[config.mk]
export PLATFORM = sky130hd
export DESIGN_NAME = int_entry_seq
export DESIGN_NICKNAME = d
export VERILOG_FILES = /design/src/rtl/int_entry_pkg.sv /design/src/rtl/int_accept_gate.sv /design/src/rtl/int_tbr_compose.sv /design/src/rtl/int_entry_regs.sv /design/src/rtl/int_entry_seq.sv
export SDC_FILE = /design/constraint.sdc
export NUM_CORES = 1
export LEC_CHECK = 0
export ABC_AREA = 1
export BUFFER_PORTS_ARGS = -buffer_cell sky130_fd_sc_hd__buf_4
export CAP_MARGIN = 5
export CELL_PAD_IN_SITES_DETAIL_PLACEMENT = 1
export CELL_PAD_IN_SITES_GLOBAL_PLACEMENT = 1
export CORE_ASPECT_RATIO = 1.1
export CORE_MARGIN = 2
export CORE_UTILIZATION = 33
export CTS_BUF_LIST = sky130_fd_sc_hd__clkbuf_8
export DETAILED_ROUTE_END_ITERATION = 8
export GPL_ROUTABILITY_DRIVEN = 0
export PLACE_DENSITY_LB_ADDON = 0.1
export SETUP_SLACK_MARGIN = 0.02
export SLEW_MARGIN = 20
export SYNTH_ARGS = -nofsm -noshare
export SYNTH_HDL_FRONTEND = slang
export SYNTH_SLANG_ARGS = --single-unit
[constraint.sdc]
create_clock -name clk -period 4.21 [get_ports clk]
set_input_delay 0.842 -clock clk [delete_from_list [all_inputs] [get_ports clk]]
set_output_delay 0.842 -clock clk [all_outputs]
set_load 0.005 [all_outputs]
[src/rtl/int_entry_pkg.sv]
package int_entry_pkg;
  typedef struct packed {
    logic et;
    logic s;
    logic ps;
  } stat_bits_t;

  function automatic stat_bits_t entry_status(input logic old_s);
    stat_bits_t r;
    r.et = 1'b0;
    r.s  = 1'b1;
    r.ps = old_s;
    return r;
  endfunction
endpackage

[src/rtl/int_accept_gate.sv]
module int_accept_gate #(
  parameter int LVL_W = 4
) (
  input  logic             valid,
  input  logic             busy,
  input  logic             et,
  input  logic [LVL_W-1:0] level,
  input  logic [LVL_W-1:0] pil,
  output logic             take
);
  localparam logic [LVL_W-1:0] TOP_LVL = {LVL_W{1'b1}};

  logic lvl_ok;
  always_comb begin
    lvl_ok = (level == TOP_LVL) || (level >= pil);
    take   = valid && !busy && et && lvl_ok;
  end
endmodule

[src/rtl/int_tbr_compose.sv]
module int_tbr_compose #(
  parameter int ADDR_W = 32,
  parameter int TT_LSB = 4,
  parameter int TT_W   = 8
) (
  input  logic [ADDR_W-1:0] base,
  input  logic [TT_W-1:0]   tt,
  output logic [ADDR_W-1:0] vec
);
  localparam int TT_MSB = TT_LSB + TT_W - 1;

  generate
    if (TT_LSB > 0) begin : g_low
      assign vec = {base[ADDR_W-1:TT_MSB+1], tt, base[TT_LSB-1:0]};
    end else begin : g_nolow
      assign vec = {base[ADDR_W-1:TT_MSB+1], tt};
    end
  endgenerate
endmodule

[src/rtl/int_entry_regs.sv]
module int_entry_regs
  import int_entry_pkg::*;
#(
  parameter int ADDR_W = 32
) (
  input  logic              clk,
  input  logic              rst_n,
  input  logic              take,
  input  logic [ADDR_W-1:0] pc_in,
  input  logic              s_in,
  input  logic [ADDR_W-1:0] vec_in,
  output logic              busy,
  output stat_bits_t        stat,
  output logic [ADDR_W-1:0] pc_q,
  output logic [ADDR_W-1:0] vec_q
);
  always_ff @(posedge clk or negedge rst_n) begin
    if (!rst_n) begin
      busy  <= 1'b0;
      stat  <= '0;
      pc_q  <= '0;
      vec_q <= '0;
    end else begin
      busy <= take;
      if (take) begin
        stat  <= entry_status(s_in);
        pc_q  <= pc_in;
        vec_q <= vec_in;
      end
    end
  end
endmodule

[src/rtl/int_entry_seq.sv]
module int_entry_seq
  import int_entry_pkg::*;
#(
  parameter int ADDR_W = 32,
  parameter int LVL_W  = 4,
  parameter int TT_LSB = 4,
  parameter int TT_W   = 8
) (
  input  logic              clk,
  input  logic              rst_n,
  input  logic              pend_valid,
  output logic              pend_ready,
  input  logic [LVL_W-1:0]  pend_level,
  input  logic [TT_W-1:0]   pend_offset,
  input  logic [ADDR_W-1:0] cur_pc,
  input  logic              psr_et,
  input  logic              psr_s,
  input  logic [LVL_W-1:0]  psr_pil,
  input  logic [ADDR_W-1:0] tbr_in,
  output logic              stat_we,
  output logic              stat_et,
  output logic              stat_s,
  output logic              stat_ps,
  output logic              spc_we,
  output logic [ADDR_W-1:0] spc_data,
  output logic              tbr_we,
  output logic [ADDR_W-1:0] tbr_data,
  output logic              pc_load,
  output logic [ADDR_W-1:0] pc_new
);
  localparam logic [LVL_W-1:0] TOP_LVL = {LVL_W{1'b1}};

  logic              busy;
  logic              take;
  logic [ADDR_W-1:0] vec_d;
  logic [ADDR_W-1:0] vec_q;
  logic [ADDR_W-1:0] pc_q;
  stat_bits_t        stat;

  int_accept_gate #(.LVL_W(LVL_W)) u_gate (
    .valid (pend_valid),
    .busy  (busy),
    .et    (psr_et),
    .level (pend_level),
    .pil   (psr_pil),
    .take  (take)
  );

  int_tbr_compose #(.ADDR_W(ADDR_W), .TT_LSB(TT_LSB), .TT_W(TT_W)) u_tbr (
    .base (tbr_in),
    .tt   (pend_offset),
    .vec  (vec_d)
  );

  int_entry_regs #(.ADDR_W(ADDR_W)) u_regs (
    .clk    (clk),
    .rst_n  (rst_n),
    .take   (take),
    .pc_in  (cur_pc),
    .s_in   (psr_s),
    .vec_in (vec_d),
    .busy   (busy),
    .stat   (stat),
    .pc_q   (pc_q),
    .vec_q  (vec_q)
  );

  assign pend_ready = take;
  assign stat_we    = busy;
  assign stat_et    = stat.et;
  assign stat_s     = stat.s;
  assign stat_ps    = stat.ps;
  assign spc_we     = busy;
  assign spc_data   = pc_q;
  assign tbr_we     = busy;
  assign tbr_data   = vec_q;
  assign pc_load    = busy;
  assign pc_new     = vec_q;

  assert_no_take_when_off_R1: assert property (@(posedge clk) disable iff (!rst_n)
    pend_ready |-> psr_et);
  assert_level_mask_R2: assert property (@(posedge clk) disable iff (!rst_n)
    (pend_ready && pend_level != TOP_LVL) |-> (pend_level >= psr_pil));
  assert_pop_valid_R4: assert property (@(posedge clk) disable iff (!rst_n)
    pend_ready |-> pend_valid);
  assert_status_after_pop_R5: assert property (@(posedge clk) disable iff (!rst_n)
    pend_ready |=> (stat_we && !stat_et && stat_s && stat_ps == $past(psr_s)));
  assert_spc_priv_R6: assert property (@(posedge clk) disable iff (!rst_n)
    spc_we |-> (stat_we && stat_s));
  assert_spc_value_R6: assert property (@(posedge clk) disable iff (!rst_n)
    pend_ready |=> (spc_data == $past(cur_pc)));
  assert_redirect_R8: assert property (@(posedge clk) disable iff (!rst_n)
    pc_load |-> (pc_new == tbr_data && tbr_we));
  assert_single_load_R8: assert property (@(posedge clk) disable iff (!rst_n)
    pc_load |=> !pc_load);
  assert_no_take_busy_R9: assert property (@(posedge clk) disable iff (!rst_n)
    pc_load |-> !pend_ready);
endmodule

-- Word level (Yosys, flattened, before mapping)
Index checks and enable logic that the tools add are counted.
- word-level logic and storage cells: 12
- register bits: 67
- eq/ne operators: 1
- reductions and logical operators: 5
- order comparisons: 1
- operator list (cell ; number):
    4-bit == test (second input constant) ; 1
    4-bit >= comparator ; 1
    1-bit logical AND ; 3
    1-bit zero test ; 1
    1-bit logical OR ; 1

-- Depth between registers and ports, before layout
Gate-level depths: netlist of the first run.
- word-level depth: 4
- gate-level depth with buffers: 13
- depth with buffers taken out: 11

-- Cells and area by module
Synthesis of the first run repeated with hierarchy kept, for this count alone.
- cell total of the unflattened synthesis: 372
- area, all modules: 3161.8 µm²
- by module, submodules not included (module ; area each (µm²) ; sequential area each (µm²) ; cells each ; times used):
    int_entry_regs ; 2524.9 ; 1676.6 ; 280 ; 1
    int_entry_seq ; 262.8 ; 0.0 ; 35 ; 1
    int_tbr_compose ; 240.2 ; 0.0 ; 32 ; 1
    int_accept_gate ; 133.9 ; 0.0 ; 25 ; 1

-- Worst setup path after synthesis of the first run
Ideal clock, no wire load.
- kind: in2out
- from: in psr_pil[3]
- to: out pend_ready
- buffers on the path: 2
- stages on the path: 10
- path slack: 1.569 ns
- data arrival time: 1.799 ns
- required time: 3.368 ns
- cell sequence: inv_1 ha_1 nand2_1 nand2_1 nor2_1 nand2_2 nand2_2 buf_6 buf_6 inv_1
- cells in the longest elaborated chain, start to end: 3
- ends and longest elaborated chain (item ; line ; RTL):
    from (decl) ; int_entry_seq.sv:18 ; input logic [LVL_W-1:0] psr_pil,
    4-bit >= comparator ; int_accept_gate.sv:15 ; lvl_ok = (level == TOP_LVL) || (level >= pil);
    1-bit logical OR ; int_accept_gate.sv:15 ;
    1-bit logical AND ; int_accept_gate.sv:16 ; take = valid && !busy && et && lvl_ok;
    to (decl) ; int_entry_seq.sv:12 ; output logic pend_ready,
No other way between the ends.

-- Final worst setup path of the first run
- from: in pend_level[3]
- to: out pend_ready
- cells in the longest elaborated chain, start to end: 3
- ends and longest elaborated chain (item ; line ; RTL):
    from (decl) ; int_entry_seq.sv:13 ; input logic [LVL_W-1:0] pend_level,
    4-bit >= comparator / 4-bit == test (equally long branches) ; int_accept_gate.sv:15 ;
    1-bit logical OR * ; int_accept_gate.sv:15 ;
    1-bit logical AND * ; int_accept_gate.sv:16 ;
Mark *: on every way between the ends. The rest lies on a longest branch, timed or not.

==> impl_metrics.json, run 1 <==
{
  "cts_max_level": 3,
  "numCtsBuffers": 9,
  "mappedNetlistNets": 438,
  "area_growth_pct": 42.4,
  "portBuffers": 179,
  "hpwl_mm": 5.94,
  "ys_types": 12,
  "cts_root_buf": "clkbuf_8",
  "synth_cells": 349,
  "cts_resized": 0,
  "power_mw": 2.20,
  "finalCriticalPeriod_ns": 2.65,
  "vias": 2787,
  "fp-row-count": 36,
  "endpoint_kind": "output port",
  "nets": 574,
  "synth_xor_xnor_area_share": 0,
  "clkLatencyLatePin_ns": 0.35,
  "crit_required_ns": 3.37,
  "synthAdderAreaFrac": 0.0163,
  "wirelength_mm": 8.82,
  "finalCoreUtilization": 0.487,
  "holdCritStartpoint": "u_regs.pc_q[11]$_DFFE_PN0P_",
  "drv_cap": 0,
  "layout-drive-gt1-share": 0.406,
  "finClkSkew_ns": 0.00858,
  "ys_seq_area_frac": 0.547,
  "dpl-instance-area_um2": 4160,
  "grt_pass1_vias": 2640,
  "ant_nets": 0,
  "fin_tns_setup_ns": 0,
  "wl_per_cell_um": 14.6,
  "yosys.area_share.simple": 0.287,
  "grt_max_degree": 68,
  "worstPathArrival_ns": 1.81,
  "setup_slack_ns": 1.56,
  "track_usage": 0.173,
  "hold_ws_ns": 0.469,
  "cts_sinks": 67,
  "io_pins": 189,
  "r2r_start": "u_regs.busy$_DFF_PN0_",
  "syn_area_um2": 3070,
  "max-slew-margin-rel": 0.418,
  "peakVddDrop_uv": 192,
  "synth_top_family_by_area": "simple AND/OR/NAND/NOR gates",
  "synth_compound_area_frac": 0,
  "cts_post_setup_buffers_inserted": 0,
  "diodes": 0,
  "tightest_slew_ns": 0.874,
  "power_density_nw_per_um2": 503,
  "leakage_nw": 2.52,
  "initialDrtViolationCount": 95,
  "crit_type": "primary input to output port",
  "die_h_um": 105,
  "ctsLongestPathBuffers": 2,
  "cp_max_fo": 2,
  "crit_path_start": "pend_level[3]",
  "drcViolationCount": 0,
  "antenna_found_initial": 0,
  "synth_seq_cells": 67,
  "via_per_inst": 4.61,
  "hold_buffers": 0,
  "dp_cells": 588,
  "outcome": "completed",
  "gr-total-overflow": 0,
  "critPathLaunchType": "primary input",
  "hp-class": "flip-flop to flip-flop",
  "fin_crit_sh": 0.631,
  "muxShareOfSynthArea": 0,
  "tritoncts": "yes",
  "finalMaxSlewViolations": 0,
  "start_util": 0.342,
  "die-area_um2": 10100,
  "rsz0062_at_grt": "false",
  "die_w_um": 95.9,
  "finalNonFillerCells": 604,
  "rrSetupSlack_ns": 2.56,
  "max_freq_ghz": 0.377,
  "final_cell_area_um2": 4370,
  "core-area_um2": 8960,
  "hold_viol_final": 0,
  "syn_avg_cell_area_um2": 8.78,
  "path_clk_slew_ns": 0.06,
  "firstDrtPassIters": 4,
  "yosysWarningCount": 0,
  "setup_viol": 0,
  "grt_pass1_wl_mm": 13.4,
  "post-place-ws_ns": 1.53
}
[cells in the final DEF (no fill, tap or decap)]
cell type and n:
and3b_2 1, buf_4 182, bufinv_16 2, clkbuf_8 9, clkinv_2 2, clkinvlp_4 1
conb_1 1, dfrtp_1 67, ha_1 4, inv_1 12, nand2_1 140, nand2_2 2
nand3_1 65, nor2_1 2
[cell usage after synthesis]
cell,count,area share
buf_2,10,0.016
nand3_1,65,0.11
inv_1,10,0.012
ha_1,4,0.016
nor2_1,2,0.0024
buf_4,43,0.11
dfrtp_1,67,0.55
and3b_1,1,0.0029
buf_6,4,0.015
conb_1,1,0.0012
nand2_2,2,0.0041
nand2_1,140,0.17
[cell families after synthesis]
kind of cell,count (synthesis)
AND/OR/NAND/NOR,210
buffers and inverters,67
flip-flops,67
adder cells (fa/ha/maj),4
other,1
[report_power, final]
group	switching, mW	internal (mW)
clock	0.244	0.327
sequential	0.115	0.810
combinational	0.290	0.409
[area by class of cell]
| class | count | area [um^2] |
|---|---|---|
| Tap cell | 114 | 143 |
| Multi-Input combinational cell | 215 | 935 |
| Sequential cell | 67 | 1680 |
| Timing Repair Buffer | 182 | 1370 |
| Clock buffer | 9 | 124 |
| Clock inverter | 7 | 85.1 |
| Fill cell | 1094 | 4600 |
| Inverter | 10 | 37.5 |
[per-layer routing]
| layer | part of all wire | global-route usage | wire length (um) | vias up |
|---|---|---|---|---|
| met4 | 0.015 | 0.0612 | 132 | 0 |
| met1 | 0.41 | 0.214 | 3620 | 1339 |
| li1 | - | - | - | 1331 |
| met3 | 0.094 | 0.0685 | 831 | 11 |
| met5 | 0 | 0 | 0 | - |
| met2 | 0.48 | 0.272 | 4240 | 106 |
[worst max-delay path, cell delays in order]
cell and delay, ns:
buf_4 0.12, ha_1 0.30, nand2_1 0.06, nand2_1 0.04, nor2_1 0.12, nand2_2 0.09
nand2_2 0.06, inv_1 0.05, buf_4 0.13
[state kept, by name, indices dropped and copies added (netlist names)]
register and count:
u_regs.busy 1, u_regs.pc_q 32, u_regs.stat 2, u_regs.vec_q 32
[worst paths after layout]
path                                                     end  depth (start not counted)
worst max-delay path                              pend_ready                          9
worst min register to register   u_regs.pc_q[11]$_DFFE_PN0P_                          2
max in group asynchronous         u_regs.stat[1]$_DFFE_PN0P_                          1
worst min-delay path             u_regs.pc_q[11]$_DFFE_PN0P_                          2
worst max register to register  u_regs.vec_q[19]$_DFFE_PN0P_                          4
min in group asynchronous       u_regs.vec_q[23]$_DFFE_PN0P_                          1
Note: power is estimated with default switching activity, not from simulation.
==> inputs of run 2 (changes only) <==
--- a/config.mk
+++ b/config.mk
@@ -12,7 +12,7 @@
 export CELL_PAD_IN_SITES_GLOBAL_PLACEMENT = 1
 export CORE_ASPECT_RATIO = 1.1
 export CORE_MARGIN = 2
-export CORE_UTILIZATION = 33
+export CORE_UTILIZATION = 31
 export CTS_BUF_LIST = sky130_fd_sc_hd__clkbuf_8
 export DETAILED_ROUTE_END_ITERATION = 8
 export GPL_ROUTABILITY_DRIVEN = 0
==> constraint.sdc (replaced) <==
create_clock -name clk -period 2.59 [get_ports clk]
set_input_delay 0.518 -clock clk [delete_from_list [all_inputs] [get_ports clk]]
set_output_delay 0.518 -clock clk [all_outputs]
set_load 0.005 [all_outputs]
==> run 2 against run 1 <==
Compared with the run above:
- core utilization decreased by 4.2 points
- sequential share of layout area is 0.25 points higher
- via count is 0.32% lower
- register-to-register slack worse by 1.6 ns
- flip-flop and latch count is the same
- non-clock buffer count unchanged
- sequential power increased by 62%
- wire length rose by 1.8%
- setup slack worse by 1.0 ns
==> impl_metrics.json, run 2 (synthesis results as in run 1) <==
{
  "outcome": "completed",
  "p_sw_frac": 0.308,
  "grt_max_degree": 68,
  "switchingPower_mw": 1.04,
  "hpwl_mm": 5.90,
  "wirelength_mm": 8.98,
  "mostFrequentLayoutCells": "buf_4 (181), nand2_1 (140), dfrtp_1 (67), nand3_1 (65), inv_1 (12)",
  "hold_buffers": 0,
  "finalCriticalPeriod_ns": 2.04,
  "multiInputGateArea_um2": 935,
  "antenna_found_initial": 0,
  "track_usage": 0.169,
  "initialDrtViolationCount": 98,
  "tritoncts": "yes",
  "rsz0062_at_grt": "false",
  "fp-row-count": 38,
  "max-slew-margin-rel": 0.412,
  "clockPowerShare": 0.219,
  "wl_per_cell_um": 14.7,
  "gr-total-overflow": 0,
  "ctsLongestPathBuffers": 2,
  "clkLatencyLatePin_ns": 0.34,
  "grt_pass1_vias": 2762,
  "setup_viol": 0,
  "cts_root_buf": "clkbuf_8",
  "finalMaxSlewViolations": 0,
  "start_util": 0.315,
  "cts_sinks": 67,
  "peakVddDrop_uv": 341,
  "num-fill-cells": 1200,
  "seqCellArea_um2": 1680,
  "cts_max_level": 3,
  "hold_viol_final": 0,
  "core-area_um2": 9750,
  "finClkSkew_ns": 0.00539,
  "largest_registers": "u_regs.pc_q: 32 flops, u_regs.vec_q: 32 flops, u_regs.stat: 2 flops",
  "fin_crit_sh": 0.789,
  "crit_type": "primary input to output port",
  "diodes": 0,
  "portBuffers": 179,
  "drcViolationCount": 0,
  "max_freq_ghz": 0.490,
  "firstDrtPassIters": 4,
  "final_common_cell": "buf_4",
  "grt_pass1_wl_mm": 14.2,
  "via_per_inst": 4.56,
  "drv_cap": 0,
  "critPathLaunchType": "primary input",
  "tightest_slew_ns": 0.882,
  "power_density_nw_per_um2": 780,
  "pwr-share-comb": 0.336,
  "numCtsBuffers": 9,
  "nets": 574,
  "crit_required_ns": 2.07,
  "cp_max_fo": 2,
  "internal_power_mw": 2.34,
  "cts_post_setup_buffers_inserted": 0,
  "hold_ws_ns": 0.283,
  "endpoint_kind": "output port",
  "hp-class": "primary input to asynchronous set/reset pin",
  "die_h_um": 108,
  "ant_nets": 0,
  "fin_tns_setup_ns": 0,
  "vias": 2778,
  "worstPathArrival_ns": 1.52,
  "die-area_um2": 10700,
  "cts_resized": 0,
  "leakage_nw": 2.51,
  "io_pins": 189,
  "layout-drive-gt1-share": 0.405,
  "die_w_um": 98.8,
  "path_clk_slew_ns": 0.07,
  "sequentialPowerShare": 0.445,
  "area_growth_pct": 41.5
}
run 2: layer usage:
metal  GRT usage  part of all wire
met1       0.205              0.40
met2       0.272              0.49
met3      0.0537             0.097
met4      0.0793             0.018
met5           0                 0
run 2: worst max-delay path: stages:
cell	delay [ns]
buf_4	0.11
ha_1	0.30
nand2_1	0.06
nand2_1	0.05
nor2_1	0.13
nand2_2	0.08
nand2_2	0.09
inv_1	0.06
buf_4	0.13
run 2: final timing paths:
path | cells past startpoint | slack (ns) | to | from
setup / recovery | 9 | 0.55 | pend_ready | pend_level[3]
hold / removal | 1 | 0.28 | u_regs.vec_q[28]$_DFFE_PN0P_ | rst_n
setup reg to reg | 4 | 0.93 | u_regs.pc_q[24]$_DFFE_PN0P_ | u_regs.busy$_DFF_PN0_
hold reg to reg | 2 | 0.47 | u_regs.stat[1]$_DFFE_PN0P_ | u_regs.stat[1]$_DFFE_PN0P_
max in group asynchronous | 1 | 1.72 | u_regs.vec_q[5]$_DFFE_PN0P_ | rst_n
min in group clk | 3 | 0.40 | u_regs.pc_q[9]$_DFFE_PN0P_ | cur_pc[9]
run 2: area by class of cell:
type / count / share of cell area
clock buffer: 10 / 0.0317
clock inverter: 5 / 0.00519
inverter: 10 / 0.00865
multi-input combinational: 215 / 0.215
sequential: 67 / 0.387
tap: 120 / 0.0346
timing repair buffer: 182 / 0.318
run 2: metrics by stage:
stage               setup slack (ns)   util  instance area, um^2  power (mW)  std cells
floorplan                      0.597      -                 3070        2.04        349
global placement               0.471  0.429                 4180        2.65        594
detailed placement             0.402  0.429                 4180        2.69        594
CTS                            0.527  0.445                 4340        3.46        609
global route                   0.437  0.445                 4340        3.64        609
finish                         0.547  0.445                 4340        3.38        609
run 2: power by group through the flow:
stage                     sequential [mW]  combinational, mW  clock (mW)
final                                1.50               1.14       0.742
after global routing                 1.55               1.26       0.829
after CTS                            1.51               1.17       0.781
after detailed placement             1.53               1.17           0
after global placement               1.51               1.14           0
after floorplan                      1.52              0.519           0
